==> src/rtl/wave_seq_pkg.sv <==
package wave_seq_pkg;

    typedef enum logic [1:0] {
        S_IDLE = 2'd0,
        S_PLAY = 2'd1,
        S_HOLD = 2'd2,
        S_DONE = 2'd3
    } seq_state_e;

endpackage

==> src/rtl/wave_step_table.sv <==
module wave_step_table #(
    parameter int ADDR_W    = 10,
    parameter int LEN_W     = 8,
    parameter int LOOP_W    = 4,
    parameter int MAX_STEPS = 16,
    parameter int IDX_W     = $clog2(MAX_STEPS)
) (
    input  logic              clk,
    input  logic              rst_n,
    input  logic              cfg_we,
    input  logic [IDX_W-1:0]  cfg_sel,
    input  logic [ADDR_W-1:0] cfg_base,
    input  logic [LEN_W-1:0]  cfg_len,
    input  logic [LOOP_W-1:0] cfg_reps,
    input  logic [LEN_W-1:0]  cfg_mark,
    input  logic              cnt_we,
    input  logic [IDX_W:0]    cnt_val,
    input  logic [IDX_W-1:0]  rd_idx,
    output logic [ADDR_W-1:0] ent_base,
    output logic [LEN_W-1:0]  ent_len,
    output logic [LOOP_W-1:0] ent_reps,
    output logic [LEN_W-1:0]  ent_mark,
    output logic [IDX_W-1:0]  last_idx
);

    localparam logic [IDX_W:0] CNT_MAX = (IDX_W+1)'(MAX_STEPS);

    logic [ADDR_W-1:0] base_mem [MAX_STEPS];
    logic [LEN_W-1:0]  len_mem  [MAX_STEPS];
    logic [LOOP_W-1:0] reps_mem [MAX_STEPS];
    logic [LEN_W-1:0]  mark_mem [MAX_STEPS];
    logic [IDX_W:0]    cnt_q;
    logic [IDX_W:0]    cnt_m1;

    for (genvar g = 0; g < MAX_STEPS; g++) begin : g_entry
        always_ff @(posedge clk) begin
            if (!rst_n) begin
                base_mem[g] <= '0;
                len_mem[g]  <= '0;
                reps_mem[g] <= '0;
                mark_mem[g] <= '0;
            end else if (cfg_we && cfg_sel == IDX_W'(g)) begin
                base_mem[g] <= cfg_base;
                len_mem[g]  <= cfg_len;
                reps_mem[g] <= cfg_reps;
                mark_mem[g] <= cfg_mark;
            end
        end
    end

    always_ff @(posedge clk) begin
        if (!rst_n) begin
            cnt_q <= (IDX_W+1)'(1);
        end else if (cnt_we) begin
            if (cnt_val == '0) begin
                cnt_q <= (IDX_W+1)'(1);
            end else if (cnt_val > CNT_MAX) begin
                cnt_q <= CNT_MAX;
            end else begin
                cnt_q <= cnt_val;
            end
        end
    end

    assign cnt_m1   = cnt_q - (IDX_W+1)'(1);
    assign last_idx = cnt_m1[IDX_W-1:0];
    assign ent_base = base_mem[rd_idx];
    assign ent_len  = len_mem[rd_idx];
    assign ent_reps = reps_mem[rd_idx];
    assign ent_mark = mark_mem[rd_idx];


    cnt_range_chk: assert property (@(posedge clk) disable iff (!rst_n)
        (cnt_q != '0) && (cnt_q <= CNT_MAX));

endmodule

==> src/rtl/wave_seq_ctrl.sv <==
module wave_seq_ctrl
    import wave_seq_pkg::*;
#(
    parameter int ADDR_W = 10,
    parameter int LEN_W  = 8,
    parameter int LOOP_W = 4,
    parameter int IDX_W  = 4
) (
    input  logic              clk,
    input  logic              rst_n,
    input  logic              trig,
    input  logic [ADDR_W-1:0] ent_base,
    input  logic [LEN_W-1:0]  ent_len,
    input  logic [LOOP_W-1:0] ent_reps,
    input  logic [LEN_W-1:0]  ent_mark,
    input  logic [IDX_W-1:0]  last_idx,
    output logic [IDX_W-1:0]  rd_idx,
    output logic [ADDR_W-1:0] rd_addr,
    output logic              sample_en,
    output logic              mark_hit
);

    seq_state_e        state_q, state_d;
    logic [IDX_W-1:0]  step_q;
    logic [LEN_W-1:0]  pos_q, len_last_q, mark_q;
    logic [LOOP_W-1:0] loop_q, reps_last_q;
    logic [ADDR_W-1:0] base_q, addr_q;
    logic              seg_end, run_end, load;

    assign seg_end = (pos_q == len_last_q);
    assign run_end = seg_end && (loop_q == reps_last_q);
    assign load    = trig && (state_q != S_PLAY);
    assign rd_idx  = (state_q == S_HOLD) ? step_q + IDX_W'(1) : '0;

    // next state
    always_comb begin
        state_d = state_q;
        unique case (state_q)
            S_IDLE: if (trig) state_d = S_PLAY;
            S_PLAY: if (run_end) state_d = (step_q >= last_idx) ? S_DONE : S_HOLD;
            S_HOLD: if (trig) state_d = S_PLAY;
            S_DONE: if (trig) state_d = S_PLAY;
            default: state_d = S_IDLE;
        endcase
    end

    // state register
    always_ff @(posedge clk) begin
        if (!rst_n) state_q <= S_IDLE;
        else        state_q <= state_d;
    end

    // counters and latched entry
    always_ff @(posedge clk) begin
        if (!rst_n) begin
            step_q      <= '0;
            pos_q       <= '0;
            loop_q      <= '0;
            addr_q      <= '0;
            base_q      <= '0;
            len_last_q  <= '0;
            reps_last_q <= '0;
            mark_q      <= '0;
        end else if (load) begin
            step_q      <= rd_idx;
            pos_q       <= '0;
            loop_q      <= '0;
            addr_q      <= ent_base;
            base_q      <= ent_base;
            len_last_q  <= (ent_len == '0) ? '0 : ent_len - LEN_W'(1);
            reps_last_q <= (ent_reps == '0) ? '0 : ent_reps - LOOP_W'(1);
            mark_q      <= ent_mark;
        end else if (state_q == S_PLAY) begin
            if (seg_end) begin
                pos_q  <= '0;
                addr_q <= base_q;
                if (!run_end) loop_q <= loop_q + LOOP_W'(1);
            end else begin
                pos_q  <= pos_q + LEN_W'(1);
                addr_q <= addr_q + ADDR_W'(1);
            end
        end
    end

    // outputs
    always_comb begin
        sample_en = (state_q == S_PLAY);
        mark_hit  = (state_q == S_PLAY) && (pos_q == mark_q);
        rd_addr   = addr_q;
    end


    pos_range_chk: assert property (@(posedge clk) disable iff (!rst_n)
        (state_q == S_PLAY) |-> (pos_q <= len_last_q) && (loop_q <= reps_last_q));


    trig_ignored_chk: assert property (@(posedge clk) disable iff (!rst_n)
        (state_q == S_PLAY && !run_end) |=> (state_q == S_PLAY) && $stable(step_q) && $stable(base_q));


    step_advance_chk: assert property (@(posedge clk) disable iff (!rst_n)
        (state_q == S_HOLD && trig) |=> (state_q == S_PLAY) && (step_q == $past(step_q) + IDX_W'(1)));


    restart_chk: assert property (@(posedge clk) disable iff (!rst_n)
        (state_q == S_DONE && trig) |=> (state_q == S_PLAY) && (step_q == '0));

endmodule

==> src/rtl/wave_seq_out.sv <==
module wave_seq_out #(
    parameter int DATA_W = 16
) (
    input  logic              clk,
    input  logic              rst_n,
    input  logic              sample_en,
    input  logic              mark_hit,
    input  logic [DATA_W-1:0] rd_data,
    output logic [DATA_W-1:0] smp_out,
    output logic              smp_valid,
    output logic              marker
);

    always_ff @(posedge clk) begin
        if (!rst_n) begin
            smp_out   <= '0;
            smp_valid <= 1'b0;
            marker    <= 1'b0;
        end else begin
            marker <= mark_hit;
            if (sample_en) begin
                smp_out   <= rd_data;
                smp_valid <= 1'b1;
            end
        end
    end


    valid_sticky_chk: assert property (@(posedge clk) disable iff (!rst_n)
        smp_valid |=> smp_valid);


    hold_stable_chk: assert property (@(posedge clk) disable iff (!rst_n)
        (smp_valid && !sample_en) |=> $stable(smp_out) && !marker);


    marker_valid_chk: assert property (@(posedge clk) disable iff (!rst_n)
        marker |-> smp_valid);

endmodule

==> src/rtl/wave_step_seq.sv <==
module wave_step_seq #(
    parameter int ADDR_W    = 10,
    parameter int DATA_W    = 16,
    parameter int LEN_W     = 8,
    parameter int LOOP_W    = 4,
    parameter int MAX_STEPS = 16,
    localparam int IDX_W    = $clog2(MAX_STEPS)
) (
    input  logic              clk,
    input  logic              rst_n,
    input  logic              cfg_we,
    input  logic [IDX_W-1:0]  cfg_sel,
    input  logic [ADDR_W-1:0] cfg_base,
    input  logic [LEN_W-1:0]  cfg_len,
    input  logic [LOOP_W-1:0] cfg_reps,
    input  logic [LEN_W-1:0]  cfg_mark,
    input  logic              cnt_we,
    input  logic [IDX_W:0]    cnt_val,
    input  logic              trig,
    output logic [ADDR_W-1:0] rd_addr,
    input  logic [DATA_W-1:0] rd_data,
    output logic [DATA_W-1:0] smp_out,
    output logic              smp_valid,
    output logic              marker
);

    logic [IDX_W-1:0]  rd_idx, last_idx;
    logic [ADDR_W-1:0] ent_base;
    logic [LEN_W-1:0]  ent_len, ent_mark;
    logic [LOOP_W-1:0] ent_reps;
    logic              sample_en, mark_hit;

    wave_step_table #(
        .ADDR_W(ADDR_W), .LEN_W(LEN_W), .LOOP_W(LOOP_W),
        .MAX_STEPS(MAX_STEPS), .IDX_W(IDX_W)
    ) u_table (
        .clk(clk), .rst_n(rst_n),
        .cfg_we(cfg_we), .cfg_sel(cfg_sel), .cfg_base(cfg_base),
        .cfg_len(cfg_len), .cfg_reps(cfg_reps), .cfg_mark(cfg_mark),
        .cnt_we(cnt_we), .cnt_val(cnt_val), .rd_idx(rd_idx),
        .ent_base(ent_base), .ent_len(ent_len), .ent_reps(ent_reps),
        .ent_mark(ent_mark), .last_idx(last_idx)
    );

    wave_seq_ctrl #(
        .ADDR_W(ADDR_W), .LEN_W(LEN_W), .LOOP_W(LOOP_W), .IDX_W(IDX_W)
    ) u_ctrl (
        .clk(clk), .rst_n(rst_n), .trig(trig),
        .ent_base(ent_base), .ent_len(ent_len), .ent_reps(ent_reps),
        .ent_mark(ent_mark), .last_idx(last_idx), .rd_idx(rd_idx),
        .rd_addr(rd_addr), .sample_en(sample_en), .mark_hit(mark_hit)
    );

    wave_seq_out #(
        .DATA_W(DATA_W)
    ) u_out (
        .clk(clk), .rst_n(rst_n), .sample_en(sample_en), .mark_hit(mark_hit),
        .rd_data(rd_data), .smp_out(smp_out), .smp_valid(smp_valid), .marker(marker)
    );

endmodule

==> config.mk <==
export PLATFORM = sky130hd
export DESIGN_NAME = wave_step_seq
export DESIGN_NICKNAME = d
export VERILOG_FILES = /design/src/rtl/wave_seq_pkg.sv /design/src/rtl/wave_step_table.sv /design/src/rtl/wave_seq_ctrl.sv /design/src/rtl/wave_seq_out.sv /design/src/rtl/wave_step_seq.sv
export SDC_FILE = /design/constraint.sdc
export NUM_CORES = 1
export LEC_CHECK = 0
export BUFFER_PORTS_ARGS = -buffer_cell sky130_fd_sc_hd__buf_4
export CORE_ASPECT_RATIO = 0.8
export CORE_MARGIN = 2
export CORE_UTILIZATION = 43
export DETAILED_ROUTE_END_ITERATION = 8
export SLEW_MARGIN = 20
export SYNTH_ARGS = -nofsm -noshare
export SYNTH_HDL_FRONTEND = slang
export SYNTH_HIERARCHICAL = 1
export SYNTH_SLANG_ARGS = --single-unit
==> constraint.sdc <==
create_clock -name clk -period 6.88 [get_ports clk]
set_input_delay 0.344 -clock clk [delete_from_list [all_inputs] [get_ports clk]]
set_output_delay 0.344 -clock clk [all_outputs]
set_load 0.05 [all_outputs]
==> results.cfg, run 1 <==
[logic_synthesis]
synth_compound_area_share_pct = 3.725
avgSynthCellArea_sq_um = 14.43
synth_xor_area_share_pct = 1.599
syn_area_sq_um = 25660
synth_adder_area_share_pct = 0.5363
muxShareOfSynthArea_pct = 12.47
synth_top_area_share_pct = 56.17
ys.flop_type = edfxtp_1
yosys_warnings = 6
synth_edf_count = 480
yosys.area_share.simple_pct = 16.02
yosys.cell_types.count = 52
syn_inst = 1778
ys_ff_latch = 560
yosys.area.top_type = edfxtp_1
netlist_top_cells_area = edfxtp_1, and2_1, dfxtp_1, mux4_2, mux4_1
synth_top_family_by_area = simple AND/OR/NAND/NOR gates
ys_seq_area_share_pct = 62.41
synthesis.nets = 1849
async_flop_share_pct = 0

[clock_tree]
clock-sinks = 560
cts_buffers = 56
ctsHoldBuffers = 17
clk_pin_slew_worst_paths_ns = 0.06
htree_levels = 2
post_cts_buffers = 0
clk_latency_ns = 0.61
clockBufferDepth = 3
ctsRootBufferMaster = clkbuf_16
cts_tree = built
cts-resized-gates = 0

[run_status]
status = complete, no violations

[setup_path]
cp_max_fo = 53
endpoint_kind = register
cp.required_ns = 7.35
r2r-start = u_ctrl/state_q[0]$_SDFFE_PN0P_
crit_path_start_kind = register
r2r.worst_path.cells = 10
crit_arrival_ns = 4.64
path_class = reg -> reg
crit_start = u_ctrl/state_q[0]$_SDFFE_PN0P_

[min_path]
hp-start = cnt_val[3]
hold_depth = 3
hp-class = in -> reg

[detailed_routing]
detail-route-antenna-nets = 0
wl_per_cell_um = 26.19
drc = 0
wl_mm = 69.92
dr.pass1.iters = 5
drt_iter0_markers = 1521
vias = 15050
vias_per_cell = 5.636

[grt]
antenna_found_initial = 4
grt_pass1_vias = 15430
use_met2_pct = 34.85
grt_most_used_layer = met2
use_met1_pct = 33.25
grt_max_degree = 122
grt_pass1_wl_mm = 103.3
use_met3_pct = 4.406
grt_overflow_total = 0
grt.total_usage_pct = 22.91

[sta]
final-hold-violation-count = 0
fin_skew_ns = 0.01653
setup_tns_ns = 0
relSlewSlack_pct = 32.14
setup_violations = 0
finalCriticalPeriod_ns = 4.178
period_share_pct = 60.72
final_max_slew_viol_count = 0
fin_ws_ns = 2.702
clock.fmax_mhz = 239.4
max_slew.worst_pin.slew_ns = 1.015
rsz0062_at_grt = false

[cells_and_area]
nNetsFinal = 1915
drive_above_1_share_pct = 17.57
area_growth_pct = 14.08
mostFrequentLayoutCells = and2_1, edfxtp_1, buf_4
num-fill-cells = 4999
final_common_cell = and2_1

[placement]
place_ws_ns = 2.660
io_buffers = 87
gp_congestion = 0.7839
dpl.hpwl_mm = 39.77

[die]
die_h_um = 222.5
core_sq_um = 59360
die-width_um = 277.1
ios = 88
dieArea_sq_um = 61660
initial_utilization_pct = 43.23
num_rows = 80

[flow_run]
maxCapViolations = 0

[power_and_ir_drop]
finalPower_mw = 7.876
ir_worst_vdd_mv = 0.2086
power_density_nw_per_um2 = 269.0
p_leak_nw = 10.28
## worst max-delay path: stages, from the launching register on
cell and delay [ns]:
dfxtp_1 0.34, nand2b_1 0.27, nor2_4 0.81, buf_12 0.46, mux4_2 0.57, a22oi_1 0.24
nand2_1 0.14, nor4_1 0.41, nand2b_1 0.15, o311ai_2 0.44, o21ai_0 0.18
## state kept, by name, summed over array words and instances, names as in the netlist, 10 cells and up
signal,cells
u_table/base_mem,160
u_table/len_mem,128
u_table/mark_mem,128
u_table/reps_mem,64
u_out/smp_out,16
u_ctrl/base_q,10
u_ctrl/rd_addr,10
## per-stage QoR
| stage | area (sq um) | util (%) | std cells | hold slack [ns] |
|---|---|---|---|---|
| after CTS | 29270 | 49.31 | 2669 | 0.004322 |
| after global routing | 29280 | 49.32 | 2670 | 0.03597 |
| after global placement | 27150 | 45.73 | 2548 | 0.4375 |
| final | 29280 | 49.32 | 2670 | 0.03346 |
| after detailed placement | 27150 | 45.73 | 2548 | 0.4458 |
| after floorplan | 25660 | - | 1778 | 0.4357 |
## routing by layer
metal  routed length [um]  part of all wire [%]
met5                   13                 0.019
met4                 2071                   3.0
met3                 5681                   8.1
met2                31110                    44
met1                31050                    44
## Yosys cell counts, types with 4 or more instances
master	n
mux4_1	54
buf_1	4
edfxtp_1	480
nor2_1	43
xnor2_1	24
o221ai_1	6
clkbuf_1	105
and2_1	485
nand2b_1	5
buf_6	4
nand4_1	10
nand3_1	14
mux2i_1	26
nor3_1	11
buf_2	15
xor2_1	21
a21oi_1	31
ha_1	11
inv_1	16
buf_12	11
mux4_2	66
o21ai_0	35
dfxtp_1	80
nand2_1	94
a22oi_1	63
nor2b_1	22
## power breakdown
| group | leakage [nW] | internal (mW) | switching, mW |
|---|---|---|---|
| clock network | 0.957 | 1.98 | 1.30 |
| logic | 4.07 | 0.232 | 0.407 |
| registers | 5.25 | 3.89 | 0.0721 |
| total | 10.3 | 6.10 | 1.78 |
## area by class of cell
class	count	area [sq um]	area share, %
Clock inverter	29	411.6	1.406
Multi-Input combinational cell	1059	9074	30.99
Clock buffer	75	1544	5.274
Sequential cell	560	16020	54.71
Tap cell	779	974.7	3.329
Inverter	18	67.56	0.2308
Timing Repair Buffer	149	1186	4.052
Antenna cell	1	2.502	0.008548
## path summary, 6_finish.rpt
kind,end,slack (ns)
max,u_ctrl/len_last_q[4]$_SDFFE_PN0P_,2.70
min,u_table/cnt_q[3]$_SDFFE_PN0P_,0.03
max reg2reg,u_ctrl/len_last_q[4]$_SDFFE_PN0P_,2.70
min reg2reg,u_ctrl/base_q[9]$_SDFFE_PN0P_,0.46
## cells by family after synthesis
logic type | after synthesis
DFF | 560
adders and majority gates | 11
muxes | 149
AOI/OAI and AO/OA | 147
xor gates and xnor gates | 46
and+or+nand+nor | 706
buffers and inverters | 159
Power figures use the tool's default switching activity.
==> run 2: changes to the inputs <==
==> constraint.sdc (replaced) <==
create_clock -name clk -period 4 [get_ports clk]
set_input_delay 0.2 -clock clk [delete_from_list [all_inputs] [get_ports clk]]
set_output_delay 0.2 -clock clk [all_outputs]
set_load 0.05 [all_outputs]
==> run 2 against run 1 <==
Net effect:
- hold slack got worse by 0.011 ns
- non-clock buffer count increased by 45
- count of clock-buffer cells in the layout decreased by 5
- fmax increased by 21%
- sequential cell count unchanged
- via count increased by 0.93%
- final area increased by 1.5%
- critical endpoint is now u_ctrl/len_last_q[5]$_SDFFE_PN0P_
- largest cell class unchanged
- largest power group unchanged
==> results.cfg, run 2 (synthesized netlist as in run 1, its figures left out) <==
[clock_tree]
cts_buffers = 57
ctsHoldBuffers = 53
clockBufferDepth = 3
clk_latency_ns = 0.62
cts-resized-gates = 0
ctsRootBufferMaster = clkbuf_16
htree_levels = 2
clk_pin_slew_worst_paths_ns = 0.07
cts_tree = built
post_cts_buffers = 0
clock-sinks = 560

[power_and_ir_drop]
ir_worst_vdd_mv = 0.3855
power_density_nw_per_um2 = 452.4
p_leak_nw = 10.46

[detailed_routing]
drt_iter0_markers = 1600
detail-route-antenna-nets = 0
dr.pass1.iters = 5
wl_mm = 68.66
wl_per_cell_um = 25.24
vias_per_cell = 5.584
vias = 15190
drc = 0

[setup_path]
r2r-end = u_ctrl/len_last_q[5]$_SDFFE_PN0P_
crit_path_start_kind = register
max_stage_delay_ns = 0.59
crit_start = u_ctrl/state_q[0]$_SDFFE_PN0P_
r2r_setup_slack_ns = 0.56
cp_max_fo = 23
critical_path.cell_chain = nand2b_1 -> nor2_4 -> buf_12 -> mux4_1 -> a22oi_1 -> nand2_1 -> nor4_1 -> nand2b_1 -> o311ai_2 -> o21ai_0
crit_arrival_ns = 3.92
r2r.worst_path.cells = 10
r2r-start = u_ctrl/state_q[0]$_SDFFE_PN0P_
path_class = reg -> reg
cp.required_ns = 4.48
critPathSlowestCell = mux4_1
endpoint_kind = register
crit_end = u_ctrl/len_last_q[5]$_SDFFE_PN0P_
crit_path_frequent_cell = nand2b_1

[sta]
max_slew.worst_pin.slew_ns = 1.126
rsz0062_at_grt = false
final_max_slew_viol_count = 0
fin_skew_ns = 0.01946
setup_violations = 0
fin_hold_ws_ns = 0.02220
final-hold-violation-count = 0
setup_tns_ns = 0
relSlewSlack_pct = 24.85
clock.fmax_mhz = 290.8
finalCriticalPeriod_ns = 3.439
period_share_pct = 85.97

[flow_run]
maxCapViolations = 0

[die]
dieArea_sq_um = 61660
initial_utilization_pct = 43.23
ios = 88
die_h_um = 222.5
die-width_um = 277.1
num_rows = 80
core_sq_um = 59360

[cells_and_area]
biggestRegsByFlops = u_table/base_mem (160), u_table/len_mem (128), u_table/mark_mem (128)
final_common_cell = and2_1
drive_above_1_share_pct = 17.90
area_growth_pct = 15.80
nNetsFinal = 1961
largest_register = u_table/base_mem
mostFrequentLayoutCells = and2_1, edfxtp_1, buf_4
largest_reg_flops = 160

[placement]
gp_congestion = 0.7715
dpl.hpwl_mm = 41.18
io_buffers = 87

[run_status]
status = complete, no violations

[grt]
grt_max_degree = 71
grt_pass1_vias = 15700
antenna_found_initial = 5
grt.total_usage_pct = 22.55
grt_pass1_wl_mm = 102.8
grt_overflow_total = 0

[min_path]
hp-class = in -> reg
==> run 2: metrics by stage <==
stage	area (sq um)	utilization [%]	power [mW]	setup slack, ns	std cells
floorplan	25660	-	7.598	0.6757	1778
global placement	27260	45.93	7.988	0.6587	2557
detailed placement	27260	45.93	8.015	0.5870	2557
CTS	29710	50.06	13.55	0.5542	2718
global route	29710	50.06	13.88	0.2911	2719
finish	29720	50.07	13.44	0.5612	2720
==> run 2: how the worst min path moves through the flow <==
stage | to | slack [ns] | depth (start not counted) | start
after global placement | u_out/smp_valid$_SDFFE_PN0P_ | 0.44 | 1 | u_out/smp_valid$_SDFFE_PN0P_
final | u_table/base_mem[13][6]$_SDFFCE_PN0P_ | 0.02 | 2 | cfg_base[6]
after detailed placement | u_ctrl/base_q[9]$_SDFFE_PN0P_ | 0.45 | 2 | u_ctrl/base_q[9]$_SDFFE_PN0P_
after global routing | u_table/base_mem[9][6]$_SDFFCE_PN0P_ | 0.02 | 2 | cfg_base[6]
after floorplan | u_out/smp_out[0]$_SDFFE_PN0P_ | 0.33 | 1 | rst_n
after CTS | u_table/base_mem[13][6]$_SDFFCE_PN0P_ | 0.0003 | 2 | cfg_base[6]
==> run 2: critical path: cells and delay by family, from the launching register on <==
kind	cells	cell delay [ns]
and+or+nand+nor	5	1.32
buffers and inverters	1	0.25
DFF	1	0.34
muxes	1	0.59
AOI/OAI and AO/OA	3	0.78
==> run 2: cell type report <==
class                      instances  area, sq um
antenna                            2        5.005
clock buffer                      70         1538
clock inverter                    38        380.4
fill                            4983        29640
inverter                          18        67.56
multi-input combinational       1059         9072
sequential                       560        16020
tap                              779        974.7
timing repair buffer             194         1664
==> run 2: layer usage <==
layer  GRT usage [%]  vias to the layer above  share of wire (%)
li1                -                     6765                  -
met1           33.06                     7764                 45
met2           35.11                      580                 45
met3           4.143                       80                7.6
met4           5.067                        0                1.9
met5               0                        -                  0
==> run 2: where the power goes <==
part	total, mW	switching, mW	leakage (nW)	internal, mW
combinational	1.12	0.692	4.27	0.429
sequential	6.81	0.128	5.25	6.68
clock	5.51	2.33	0.930	3.18
==> run 3: changes to the inputs <==
==> constraint.sdc (replaced) <==
create_clock -name clk -period 3.1 [get_ports clk]
set_input_delay 0.155 -clock clk [delete_from_list [all_inputs] [get_ports clk]]
set_output_delay 0.155 -clock clk [all_outputs]
set_load 0.05 [all_outputs]
==> run 3 against run 2 <==
Net effect:
- hold slack better by 0.023 ns
- setup slack worse by 0.40 ns
- count of clock-buffer cells in the layout up 12
- combinational power up 38%
- sequential share of layout area down 1.1 points
- global-route usage up 0.93 points
- final cell count up 1.9%
- wire length up 5.2%
- clock skew down 0.0017 ns
- total power up 26%
- via count up 2.8%
- largest cell class unchanged
==> results.cfg, run 3 (synthesized netlist as in run 1, its figures left out) <==
[clock_tree]
clk_pin_slew_worst_paths_ns = 0.06
clockBufferDepth = 3
cts_tree = built
htree_levels = 2
clk_latency_ns = 0.61
ctsRootBufferMaster = clkbuf_16
cts_buffers = 57
clock-sinks = 560

[sta]
final_max_slew_viol_count = 0
fin_hold_ws_ns = 0.04523
period_share_pct = 94.82
finalCriticalPeriod_ns = 2.939
setup_violations = 0
fin_skew_ns = 0.01775
clock.fmax_mhz = 340.2
relSlewSlack_pct = 27.14
final-hold-violation-count = 0
max_slew.worst_pin.slew_ns = 1.090

[die]
die-width_um = 277.1
dieArea_sq_um = 61660
core_sq_um = 59360
num_rows = 80
ios = 88
initial_utilization_pct = 43.23
die_h_um = 222.5

[power_and_ir_drop]
seqPwrFrac_pct = 51.8
ir_worst_vdd_mv = 0.5039
comb_power_share_pct = 9.1
power_density_nw_per_um2 = 560.6
p_leak_nw = 10.77
p_int_mw = 12.99
swShare_pct = 23.54
netSwitchingPower_mw = 4.001
clkPwrFrac_pct = 39.1

[placement]
io_buffers = 87
gp_congestion = 0.8163
place_inst = 2606
dpl.hpwl_mm = 44.37

[setup_path]
cp_max_fo = 17
critPathSlowestCell = or4b_2
r2r_setup_slack_ns = 0.16
cp.required_ns = 3.62
endpoint_kind = register
crit_buf_inv = 2
path_class = reg -> reg
critPathTopFamily = simple AND/OR/NAND/NOR gates
critical_path.cell_chain = nand2b_4 -> nor2_4 -> buf_12 -> buf_8 -> mux4_2 -> a22oi_1 -> nand2_1 -> or4b_2 -> a311oi_1
crit_arrival_ns = 3.46
crit_path_start_kind = register
max_stage_delay_ns = 0.67
r2r.worst_path.cells = 9
crit_cells = 9

[grt]
antenna_found_initial = 5
grt.total_usage_pct = 23.48
grt_overflow_total = 0
grt_pass1_vias = 15890
grt_max_degree = 50
grt_pass1_wl_mm = 106.4

[flow_run]
maxCapViolations = 0

[detailed_routing]
wl_per_cell_um = 26.05
dr.pass1.iters = 5
vias_per_cell = 5.630
drt_iter0_markers = 1657
drc = 0
vias = 15610
detail-route-antenna-nets = 0
wl_mm = 72.24

[cells_and_area]
mostFrequentLayoutCells = and2_1, edfxtp_1, buf_4
area_growth_pct = 18.12
nNetsFinal = 2017
drive_above_1_share_pct = 20.07
largest_reg_flops = 160
largest_register = u_table/base_mem
final_common_cell = and2_1
finalNonFillerCells = 2773
biggestRegsByFlops = u_table/base_mem (160), u_table/len_mem (128), u_table/mark_mem (128)

[min_path]
hp-class = in -> reg
hold_depth = 2

[run_status]
status = complete, no violations
[run 3: changes by cell type in the layout (fill, tap and decap cells not counted), sizes merged]
cell and change:
clkinvlp -5, buf +55, diode -1, bufinv -5, clkbuf +13, clkinv -4
[run 3: power groups by stage]
stage,Combinational (mW),Sequential (mW),Clock [mW]
after global routing,1.65,8.83,7.07
after global placement,1.46,8.93,0
after floorplan,0.790,9.01,0
after detailed placement,1.48,8.95,0
after CTS,1.54,8.80,6.77
final,1.55,8.79,6.65
[run 3: final cells by class]
class                      instances  area, sq um
fill                            5000        29040
tap                              779        974.7
sequential                       560        16020
timing repair buffer             250         2371
inverter                          18        67.56
antenna                            1        2.502
multi-input combinational       1059         9110
clock inverter                    24        167.7
clock buffer                      82         1603
[run 3: repair_timing]
| action | 4_1_cts | 5_1_grt |
|---|---|---|
| setup endpoints to repair | 6 | 14 |
| cloned | 0 | 1 |
| resized for setup | 3 | 14 |
| pin swaps | 0 | 1 |
| hold endpoints to repair | 496 | 0 |
| hold buffers | 53 | 0 |
| setup buffers | 0 | 6 |
[run 3: worst paths after layout]
check	start	endpoint
min	rst_n	u_out/smp_valid$_SDFFE_PN0P_
max reg2reg	u_ctrl/state_q[0]$_SDFFE_PN0P_	u_ctrl/reps_last_q[2]$_SDFFE_PN0P_
min reg2reg	u_out/smp_valid$_SDFFE_PN0P_	u_out/smp_valid$_SDFFE_PN0P_
max	u_ctrl/state_q[0]$_SDFFE_PN0P_	u_ctrl/reps_last_q[2]$_SDFFE_PN0P_
[run 3: routing by layer]
metal | vias up | wire (um) | track usage [%]
met3 | 118 | 5610 | 3.912
met2 | 647 | 33360 | 37.08
met1 | 7969 | 31410 | 33.62
li1 | 6872 | - | -
met4 | 6 | 1824 | 6.767
met5 | - | 33 | 0
[run 3: through the flow]
step	setup slack [ns]	total power [mW]	utilization [%]	cell area (sq um)	TNS [ns]
finish	0.1606	16.99	51.07	30310	0
global route	-0.003449	17.55	51.06	30310	-0.004680
CTS	0.03174	17.11	50.87	30190	0
detailed placement	-0.1110	10.43	46.97	27880	-0.2310
global placement	-0.09680	10.39	46.97	27880	-0.2192
floorplan	-0.1793	9.802	-	25660	-21.15
[run 3: worst reg2reg max path, stage by stage, from the launching register on]
cell	delay [ns]
dfxtp_1	0.31
nand2b_4	0.18
nor2_4	0.13
buf_12	0.17
buf_8	0.26
mux4_2	0.54
a22oi_1	0.25
nand2_1	0.10
or4b_2	0.67
a311oi_1	0.26
